File: config.mk
export PLATFORM = sky130hd
export DESIGN_NAME = mac_csr_bank
export DESIGN_NICKNAME = d
export VERILOG_FILES = /design/src/rtl/mac_csr_pkg.sv /design/src/rtl/mac_csr_decode.sv /design/src/rtl/mac_csr_irq.sv /design/src/rtl/mac_csr_bdram.sv /design/src/rtl/mac_csr_bank.sv
export SDC_FILE = /design/constraint.sdc
export NUM_CORES = 2
export LEC_CHECK = 0
export ABC_CLOCK_PERIOD_IN_PS = 5500
export BUFFER_PORTS_ARGS = -buffer_cell sky130_fd_sc_hd__buf_2
export CAP_MARGIN = 15
export CORE_ASPECT_RATIO = 0.75
export CORE_MARGIN = 5
export CORE_UTILIZATION = 60
export CTS_BUF_LIST = sky130_fd_sc_hd__clkbuf_4
export DETAILED_ROUTE_END_ITERATION = 8
export PLACE_DENSITY = 0.84
export SLEW_MARGIN = 40
export SYNTH_ARGS = -nofsm -noshare
export SYNTH_HDL_FRONTEND = slang
export SYNTH_SLANG_ARGS = --single-unit
export TNS_END_PERCENT = 1
File: constraint.sdc
create_clock -name clk -period 5.5 [get_ports clk]
set_input_delay 0.55 -clock clk [delete_from_list [all_inputs] [get_ports clk]]
set_output_delay 0.55 -clock clk [all_outputs]
set_load 0.005 [all_outputs]
File: src/rtl/mac_csr_pkg.sv
`timescale 1ns/1ps
package mac_csr_pkg;

   localparam int unsigned CSR_DW  = 32;
   localparam int unsigned NUM_CSR = 20;

   // register slot = byte offset / 4
   typedef enum logic [4:0] {
      CSR_MODE       = 5'd0,
      CSR_IRQ_SRC    = 5'd1,
      CSR_IRQ_MASK   = 5'd2,
      CSR_IPG_TX     = 5'd3,
      CSR_IPG_RX1    = 5'd4,
      CSR_IPG_RX2    = 5'd5,
      CSR_FRAME_LEN  = 5'd6,
      CSR_COLL       = 5'd7,
      CSR_SPLIT      = 5'd8,
      CSR_CTRL       = 5'd9,
      CSR_MGMT_MODE  = 5'd10,
      CSR_MGMT_CMD   = 5'd11,
      CSR_MGMT_ADDR  = 5'd12,
      CSR_MGMT_WDATA = 5'd13,
      CSR_MGMT_RDATA = 5'd14,
      CSR_MGMT_STAT  = 5'd15,
      CSR_STN_LO     = 5'd16,
      CSR_STN_HI     = 5'd17,
      CSR_HASH_LO    = 5'd18,
      CSR_HASH_HI    = 5'd19
   } csr_idx_e;

   function automatic logic [CSR_DW-1:0] csr_reset_val(int unsigned idx);
      logic [CSR_DW-1:0] v;
      v = '0;
      if (idx == int'(CSR_MODE))      v = 32'h0000_A000;
      if (idx == int'(CSR_IPG_TX))    v = 32'h0000_0012;
      if (idx == int'(CSR_IPG_RX1))   v = 32'h0000_000C;
      if (idx == int'(CSR_IPG_RX2))   v = 32'h0000_0012;
      if (idx == int'(CSR_FRAME_LEN)) v = 32'h003C_0600;
      if (idx == int'(CSR_COLL))      v = 32'h000F_003F;
      if (idx == int'(CSR_SPLIT))     v = 32'h0000_0080;
      if (idx == int'(CSR_MGMT_MODE)) v = 32'h0000_0064;
      return v;
   endfunction

   function automatic logic [CSR_DW-1:0] csr_store_mask(int unsigned idx,
                                                        int unsigned irq_w,
                                                        int unsigned split_w);
      logic [CSR_DW-1:0] m;
      m = '1;
      if (idx == int'(CSR_IRQ_MASK)) m = CSR_DW'((64'd1 << irq_w) - 64'd1);
      if (idx == int'(CSR_SPLIT))    m = CSR_DW'((64'd1 << split_w) - 64'd1);
      if (idx == int'(CSR_STN_HI))   m = 32'h0000_FFFF;
      return m;
   endfunction

endpackage

File: src/rtl/mac_csr_decode.sv
`timescale 1ns/1ps
module mac_csr_decode #(
   parameter int unsigned ADDR_W   = 11,
   parameter int unsigned BD_BASE  = 32'h400,
   parameter int unsigned BD_WORDS = 64,
   localparam int unsigned BD_AW   = $clog2(BD_WORDS)
) (
   input  logic [ADDR_W-1:0] addr_i,
   output logic              aligned_o,
   output logic              reg_hit_o,
   output logic [4:0]        reg_idx_o,
   output logic              bd_hit_o,
   output logic [BD_AW-1:0]  bd_idx_o
);
   import mac_csr_pkg::*;

   localparam int unsigned WORD_W = ADDR_W - 2;
   localparam logic [WORD_W-1:0] REG_LIMIT = WORD_W'(NUM_CSR);
   localparam logic [WORD_W-1:0] BD_LO     = WORD_W'(BD_BASE / 4);
   localparam logic [WORD_W-1:0] BD_HI_M1  = WORD_W'(BD_BASE / 4 + BD_WORDS - 1);

   logic [WORD_W-1:0] word;
   logic [WORD_W-1:0] bd_off;

   assign word      = addr_i[ADDR_W-1:2];
   assign aligned_o = (addr_i[1:0] == 2'b00);
   assign reg_hit_o = aligned_o && (word < REG_LIMIT);
   assign reg_idx_o = word[4:0];
   assign bd_off    = word - BD_LO;
   assign bd_hit_o  = aligned_o && (word >= BD_LO) && (word <= BD_HI_M1);
   assign bd_idx_o  = bd_off[BD_AW-1:0];

endmodule

File: src/rtl/mac_csr_irq.sv
`timescale 1ns/1ps
module mac_csr_irq #(
   parameter int unsigned IRQ_W = 7
) (
   input  logic             clk,
   input  logic             rst_n,
   input  logic [IRQ_W-1:0] evt_i,
   input  logic             clr_en_i,
   input  logic [IRQ_W-1:0] clr_data_i,
   input  logic [IRQ_W-1:0] mask_i,
   output logic [IRQ_W-1:0] src_o,
   output logic             irq_o
);
   logic [IRQ_W-1:0] src_q;
   logic [IRQ_W-1:0] clr_bits;

   assign clr_bits = clr_en_i ? clr_data_i : '0;

   // set has priority: OR the events after the clear
   always_ff @(posedge clk or negedge rst_n) begin
      if (!rst_n) src_q <= '0;
      else        src_q <= (src_q & ~clr_bits) | evt_i;
   end

   assign src_o = src_q;
   assign irq_o = |(src_q & mask_i);

   assert_w1c_R2: assert property (@(posedge clk) disable iff (!rst_n)
      (clr_en_i && evt_i == '0) |=> ((src_o & $past(clr_data_i)) == '0));

   assert_hold_R2: assert property (@(posedge clk) disable iff (!rst_n)
      (!clr_en_i && evt_i == '0) |=> (src_o == $past(src_o)));

   assert_set_wins_R3: assert property (@(posedge clk) disable iff (!rst_n)
      (evt_i != '0) |=> ((src_o & $past(evt_i)) == $past(evt_i)));

   assert_mask_off_R4: assert property (@(posedge clk) disable iff (!rst_n)
      (mask_i == '0) |-> !irq_o);

endmodule

File: src/rtl/mac_csr_bdram.sv
`timescale 1ns/1ps
module mac_csr_bdram #(
   parameter int unsigned WORDS = 64,
   parameter int unsigned DW    = 32,
   localparam int unsigned AW   = $clog2(WORDS)
) (
   input  logic          clk,
   input  logic          we_i,
   input  logic [AW-1:0] waddr_i,
   input  logic [DW-1:0] wdata_i,
   input  logic [AW-1:0] raddr_a_i,
   output logic [DW-1:0] rdata_a_o,
   input  logic [AW-1:0] raddr_b_i,
   output logic [DW-1:0] rdata_b_o
);
   logic [DW-1:0] mem [WORDS];

   always_ff @(posedge clk) begin
      if (we_i) mem[waddr_i] <= wdata_i;
   end

   assign rdata_a_o = mem[raddr_a_i];
   assign rdata_b_o = mem[raddr_b_i];

endmodule

File: src/rtl/mac_csr_bank.sv
`timescale 1ns/1ps
module mac_csr_bank #(
   parameter int unsigned ADDR_W   = 11,
   parameter int unsigned BD_BASE  = 32'h400,
   parameter int unsigned BD_WORDS = 64,
   parameter int unsigned IRQ_W    = 7,
   parameter int unsigned SPLIT_W  = 8,
   localparam int unsigned BD_AW   = $clog2(BD_WORDS)
) (
   input  logic               clk,
   input  logic               rst_n,
   input  logic               req_valid_i,
   input  logic               req_write_i,
   input  logic [ADDR_W-1:0]  req_addr_i,
   input  logic [31:0]        req_wdata_i,
   output logic [31:0]        rsp_rdata_o,
   output logic               rsp_err_o,
   input  logic [IRQ_W-1:0]   evt_i,
   input  logic [BD_AW-1:0]   bd_rd_idx_i,
   output logic [31:0]        bd_rd_data_o,
   output logic [31:0]        mode_o,
   output logic [31:0]        ipg_tx_o,
   output logic [31:0]        ipg_rx1_o,
   output logic [31:0]        ipg_rx2_o,
   output logic [31:0]        frame_len_o,
   output logic [31:0]        coll_cfg_o,
   output logic [SPLIT_W-1:0] split_o,
   output logic [SPLIT_W-1:0] rx_bd_idx_o,
   output logic [31:0]        ctrl_mode_o,
   output logic [31:0]        mgmt_mode_o,
   output logic [31:0]        mgmt_cmd_o,
   output logic [31:0]        mgmt_addr_o,
   output logic [31:0]        mgmt_wdata_o,
   output logic [31:0]        mgmt_rdata_o,
   output logic [31:0]        mgmt_stat_o,
   output logic [47:0]        station_o,
   output logic [63:0]        hash_o,
   output logic [IRQ_W-1:0]   irq_src_o,
   output logic               irq_o
);
   import mac_csr_pkg::*;

   localparam logic [SPLIT_W-1:0] RX_IDX_RST =
      SPLIT_W'(csr_reset_val(int'(CSR_SPLIT)));
   localparam logic [ADDR_W-1:0] SPLIT_ADDR = ADDR_W'(int'(CSR_SPLIT) * 4);

   // ---------------- elaboration checks ----------------
   if (ADDR_W < 7 || ADDR_W > 32) begin : g_bad_aw
      $error("ADDR_W must lie in 7..32");
   end
   if (BD_BASE % 4 != 0 || BD_BASE < NUM_CSR * 4) begin : g_bad_base
      $error("BD_BASE must be word aligned and above the register slots");
   end
   if (BD_WORDS < 2 || (BD_WORDS & (BD_WORDS - 1)) != 0) begin : g_bad_words
      $error("BD_WORDS must be a power of two of at least 2");
   end
   if (64'(BD_BASE) + 64'(BD_WORDS) * 4 > (64'd1 << ADDR_W)) begin : g_bad_fit
      $error("descriptor window does not fit the address space");
   end
   if (IRQ_W < 1 || IRQ_W > 32) begin : g_bad_irq
      $error("IRQ_W must lie in 1..32");
   end
   if (SPLIT_W < 8 || SPLIT_W > 32) begin : g_bad_split
      $error("SPLIT_W must lie in 8..32");
   end

   // ---------------- decode ----------------
   logic             aligned, reg_hit, bd_hit;
   logic [4:0]       reg_idx;
   logic [BD_AW-1:0] bd_idx;

   mac_csr_decode #(
      .ADDR_W   (ADDR_W),
      .BD_BASE  (BD_BASE),
      .BD_WORDS (BD_WORDS)
   ) u_decode (
      .addr_i    (req_addr_i),
      .aligned_o (aligned),
      .reg_hit_o (reg_hit),
      .reg_idx_o (reg_idx),
      .bd_hit_o  (bd_hit),
      .bd_idx_o  (bd_idx)
   );

   logic wr_reg, wr_bd;
   assign wr_reg = req_valid_i && req_write_i && reg_hit;
   assign wr_bd  = req_valid_i && req_write_i && bd_hit;

   // ---------------- plain registers ----------------
   logic [31:0]      csr_q [NUM_CSR];
   logic [IRQ_W-1:0] irq_src;

   for (genvar i = 0; i < NUM_CSR; i++) begin : g_csr
      localparam logic [31:0] MASK = csr_store_mask(i, IRQ_W, SPLIT_W);
      localparam logic [31:0] RST  = csr_reset_val(i) & MASK;
      if (i == int'(CSR_IRQ_SRC)) begin : g_src
         assign csr_q[i] = 32'(irq_src);
      end else begin : g_store
         logic [31:0] q;
         always_ff @(posedge clk or negedge rst_n) begin
            if (!rst_n)                         q <= RST;
            else if (wr_reg && reg_idx == 5'(i)) q <= req_wdata_i & MASK;
         end
         assign csr_q[i] = q;
      end
   end

   // ---------------- receive descriptor index ----------------
   logic [SPLIT_W-1:0] rx_idx_q;
   always_ff @(posedge clk or negedge rst_n) begin
      if (!rst_n) rx_idx_q <= RX_IDX_RST;
      else if (wr_reg && reg_idx == CSR_SPLIT) rx_idx_q <= req_wdata_i[SPLIT_W-1:0];
   end

   // ---------------- interrupt ----------------
   mac_csr_irq #(.IRQ_W(IRQ_W)) u_irq (
      .clk        (clk),
      .rst_n      (rst_n),
      .evt_i      (evt_i),
      .clr_en_i   (wr_reg && reg_idx == CSR_IRQ_SRC),
      .clr_data_i (req_wdata_i[IRQ_W-1:0]),
      .mask_i     (csr_q[CSR_IRQ_MASK][IRQ_W-1:0]),
      .src_o      (irq_src),
      .irq_o      (irq_o)
   );

   // ---------------- descriptor RAM ----------------
   logic [31:0] bd_bus_rdata;

   mac_csr_bdram #(.WORDS(BD_WORDS), .DW(32)) u_bdram (
      .clk       (clk),
      .we_i      (wr_bd),
      .waddr_i   (bd_idx),
      .wdata_i   (req_wdata_i),
      .raddr_a_i (bd_idx),
      .rdata_a_o (bd_bus_rdata),
      .raddr_b_i (bd_rd_idx_i),
      .rdata_b_o (bd_rd_data_o)
   );

   // ---------------- response ----------------
   logic [31:0] rd_val;
   logic [31:0] rdata_q;
   logic        err_q;

   always_comb begin
      rd_val = '0;
      if (bd_hit)       rd_val = bd_bus_rdata;
      else if (reg_hit) rd_val = csr_q[reg_idx];
   end

   always_ff @(posedge clk or negedge rst_n) begin
      if (!rst_n) begin
         rdata_q <= '0;
         err_q   <= 1'b0;
      end else begin
         rdata_q <= (req_valid_i && !req_write_i) ? rd_val : '0;
         err_q   <= req_valid_i && !(reg_hit || bd_hit);
      end
   end

   assign rsp_rdata_o = rdata_q;
   assign rsp_err_o   = err_q;

   // ---------------- outputs ----------------
   assign mode_o       = csr_q[CSR_MODE];
   assign ipg_tx_o     = csr_q[CSR_IPG_TX];
   assign ipg_rx1_o    = csr_q[CSR_IPG_RX1];
   assign ipg_rx2_o    = csr_q[CSR_IPG_RX2];
   assign frame_len_o  = csr_q[CSR_FRAME_LEN];
   assign coll_cfg_o   = csr_q[CSR_COLL];
   assign split_o      = csr_q[CSR_SPLIT][SPLIT_W-1:0];
   assign rx_bd_idx_o  = rx_idx_q;
   assign ctrl_mode_o  = csr_q[CSR_CTRL];
   assign mgmt_mode_o  = csr_q[CSR_MGMT_MODE];
   assign mgmt_cmd_o   = csr_q[CSR_MGMT_CMD];
   assign mgmt_addr_o  = csr_q[CSR_MGMT_ADDR];
   assign mgmt_wdata_o = csr_q[CSR_MGMT_WDATA];
   assign mgmt_rdata_o = csr_q[CSR_MGMT_RDATA];
   assign mgmt_stat_o  = csr_q[CSR_MGMT_STAT];
   assign station_o    = {csr_q[CSR_STN_HI][15:0], csr_q[CSR_STN_LO]};
   assign hash_o       = {csr_q[CSR_HASH_HI], csr_q[CSR_HASH_LO]};
   assign irq_src_o    = irq_src;

   // ---------------- assertions ----------------
   assert_split_load_R5: assert property (@(posedge clk) disable iff (!rst_n)
      (req_valid_i && req_write_i && req_addr_i == SPLIT_ADDR)
      |=> (rx_bd_idx_o == $past(req_wdata_i[SPLIT_W-1:0]) && split_o == rx_bd_idx_o));

   assert_misalign_err_R8: assert property (@(posedge clk) disable iff (!rst_n)
      (req_valid_i && req_addr_i[1:0] != 2'b00) |=> (rsp_err_o && rsp_rdata_o == '0));

   assert_misalign_keep_R8: assert property (@(posedge clk) disable iff (!rst_n)
      (req_valid_i && req_addr_i[1:0] != 2'b00) |=> ($stable(mode_o) && $stable(station_o)));

   assert_err_zero_R9: assert property (@(posedge clk) disable iff (!rst_n)
      rsp_err_o |-> (rsp_rdata_o == '0));

   assert_idle_quiet_R10: assert property (@(posedge clk) disable iff (!rst_n)
      !req_valid_i |=> (!rsp_err_o && rsp_rdata_o == '0));

   always_comb begin
      if (rst_n) assert_aligned_hit_R8: assert (aligned || !(reg_hit || bd_hit));
   end

endmodule

==> summary.md <==
| Metric | Value |
|---|---|
| Syn-to-layout area delta | 14.05% |
| Grt total ovfl | 0 |
| Die area | 0.2101 sq mm |
| Post-CTS sizing | 0 |
| Drt pass-1 iters | 9 |
| DR vias/cell | 7.600 |
| CTS Buf Count | 619 |
| Worst-case vdd ir drop | 0.0001931 V |
| Cell taking the most area after synthesis | edfxtp_1 |
| Arrival @ worst endpoint | 4.01 ns |
| Worst clock skew | 0.1188 ns |
| H-tree depth | 6 |
| Synth area leaders | edfxtp_1 (51%), mux4_2 (19%), dfrtp_1 (12%), mux2_2 (5.5%), mux2i_1 (4.1%) |
| Syn_area_per_cell | 18.74 sq um |
| Number of DRC markers in iteration 0 | 15890 |
| FMAX | 0.2194 GHz |
| Fraction of layout cells with a size suffix above 1 | 46.31% |
| Relative slew margins | 34.94% |
| Fin crit share | 82.87% |
| Largest net degree at the start of global routing | 124 |
| Number of flops mapped to enable cells by yosys | 2048 |
| PwrDens | 296.7 mW/mm^2 |
| Final Hold Fails | 0 |
| Worst skew pair latency | 1.35 ns |
| CTS tree | done |
| CP startpoint kind | flop |
| Initial antenna violation count | 44 |
| Worst Hold Class | input port to flop |
| Yosys cell types | 60 |
| Final #Nets | 7649 |
| First-pass GRT wire length | 597.1 mm |
| Final core occ | 68.80% |
| Die height | 398.2 microns |
| Syn Nets | 6495 |
| Clk pin slew, worst setup/hold paths | 0.08 ns |
| CP Capture Type | primary output |
| Die Wd | 527.7 microns |
| Seq cells post-synth | 2631 |
| Pleak | 52.01 nW |
| Setup TNS | 0 ns |
| Max-slew violations | 0 |
| Syn Inst Count | 6435 |
| Synth top cells by count | edfxtp_1 (2048), mux4_2 (1033), mux2_2 (586) |
| Clock sinks | 2631 |
| Initial Utilization | 60.33% |
| Count leader, synth | edfxtp_1 |
| Final ANT Viol Nets | 0 |
| I/O Pins | 677 |
| Root Buffer | clkbuf_4 |
| Kind of critical path | flop to primary output |
| WL final | 431.2 mm |
| Fillers | 12176 |
| Max cap viols | 0 |
| Synth warnings | 0 |
| Post-synthesis sequential area ratio | 63.13% |
| Unrepaired setup endpoints after global routing | false |
| Final setup vio count | 0 |
| Vias | 81598 |
| Residual DRC count | 0 |
| Cell row count | 142 |
| Outcome | complete, no violations |
| CP max FO | 2 |
| CORE AREA | 0.1999 sq mm |
| Clock Path Buffers | 4 |
| GR Util All Layers | 40.37% |
| Worst-Margin Slew | 0.9669 ns |
| Port-buffer cells | 676 |
| Share of the synthesized area in the top cell type | 51.00% |
| Minimum clock period | 4.558 ns |
| HPWL after DPL | 267.5 mm |
| Number of global-route vias before repair | 79580 |
| Crit path required time | 4.95 ns |
| Mapped cell area | 0.1206 sq mm |
| Post-synth top flop | edfxtp_1 |
| Ys async rst share | 22.16% |
| Gp weighted congestion | 0.9382 |
| DR WL/cell | 40.16 microns |
## report_power, final
part	leakage [nW]	internal [mW]	switching, mW	total [mW]
Clock	4.63	8.08	8.03	16.1
Sequential	26.4	21.5	0.0193	21.5
Combinational	21.0	1.18	2.02	3.20
## layer usage
layer	global-route usage [%]	part of all wire, %
met5	2.736	0.25
met1	51.16	31
met2	55.79	42
met4	24.78	7.8
met3	19.98	19
## kinds of logic after synthesis
group,share of synthesized area [%]
AO/OA/AOI/OAI,3.564
buffers and inverters,2.301
multiplexers,28.84
flip-flops,63.13
AND/OR/NAND/NOR,2.166
## placed cells by master (no fill, tap or decap), drive strengths merged, types with 5 or more instances in the layout
| master | instances |
|---|---|
| o21ai | 45 |
| nor4 | 7 |
| nand2 | 176 |
| dfstp | 28 |
| a22oi | 267 |
| o211ai | 7 |
| mux2 | 586 |
| dlygate4sd3 | 56 |
| a32oi | 5 |
| diode | 23 |
| nor2 | 141 |
| dfrtp | 555 |
| nand2b | 16 |
| nor3 | 36 |
| a211oi | 20 |
| a21oi | 48 |
| nand3 | 117 |
| a221oi | 54 |
| mux4 | 1033 |
| bufinv | 12 |
| a2111oi | 12 |
| inv | 17 |
| and2 | 9 |
| a21o | 7 |
| a31oi | 8 |
| nand4 | 24 |
| o311ai | 16 |
| a22o | 17 |
| buf | 1006 |
| clkbuf | 904 |
| clkinv | 145 |
| clkinvlp | 9 |
| nor2b | 28 |
| edfxtp | 2048 |
| a221o | 7 |
| mux2i | 491 |
| o22ai | 64 |
## flip-flops by register name, indices dropped and copies added (netlist names)
register,count
ipg_tx_o,32
u_bdram.mem,2048
ipg_rx2_o,32
rsp_rdata_o,32
mgmt_addr_o,32
ctrl_mode_o,32
mgmt_mode_o,32
coll_cfg_o,32
mgmt_rdata_o,32
ipg_rx1_o,32
rsp_err_o,1
mgmt_wdata_o,32
g_csr.g_store.q,127
mgmt_stat_o,32
u_irq.src_o,7
mode_o,32
frame_len_o,32
mgmt_cmd_o,32
## area by class of cell
| type | instances | area [sq um] | area share, % |
|---|---|---|---|
| Multi-Input combinational cell | 3270 | 42460 | 30.87 |
| Clock buffer | 902 | 6771 | 4.924 |
| Sequential cell | 2631 | 76120 | 55.35 |
| Timing Repair Buffer | 1064 | 7727 | 5.619 |
| Tap cell | 2664 | 3333 | 2.424 |
| Inverter | 3 | 16.27 | 0.01183 |
| Antenna cell | 23 | 57.56 | 0.04185 |
| Clock inverter | 180 | 1039 | 0.7551 |
## worst max-delay path: stages (launching register included)
cell	delay, ns
edfxtp_1	0.41
mux4_2	0.49
mux4_2	0.50
a22oi_1	0.53
nand2_1	0.46
buf_2	0.26
## stage by stage
| stage | total power, mW | instances | instance area (sq um) | hold slack, ns | setup WS, ns |
|---|---|---|---|---|---|
| 3_3_place_gp | 24.87 | 9551 | 128300 | 0.5017 | 1.003 |
| 4_1_cts | 40.65 | 10702 | 137200 | 0.001473 | 0.9028 |
| 2_1_floorplan | 23.64 | 6435 | 120600 | 0.2544 | 1.814 |
| 3_5_place_dp | 24.96 | 9569 | 128900 | 0.4803 | 1.199 |
| 5_1_grt | 41.95 | 10723 | 137500 | 0.09442 | 0.9472 |
| 6_report | 40.80 | 10737 | 137500 | 0.09946 | 0.9421 |
## path summary, 6_finish.rpt
path | cells after the start | endpoint | slack [ns] | from
worst max register to register | 6 | rsp_rdata_o[13] | 2.58 | u_bdram.mem[27][13]
worst min register to register | 1 | mgmt_mode_o[15] | 0.53 | mgmt_mode_o[15]
worst min-delay path | 6 | mgmt_cmd_o[18] | 0.1 | req_addr_i[8]
max in group asynchronous | 5 | mgmt_mode_o[24] | 3.88 | rst_n
min in group asynchronous | 4 | mgmt_wdata_o[15] | 0.47 | rst_n
worst max-delay path | 5 | bd_rd_data_o[16] | 0.94 | u_bdram.mem[38][16]
## timing repair
action,CTS,global route
endpoints found under the hold margin,1433,331
buffers inserted,0,0
endpoints found under the setup margin,0,0
hold buffers,51,6
(Power assumes the default switching activity.)
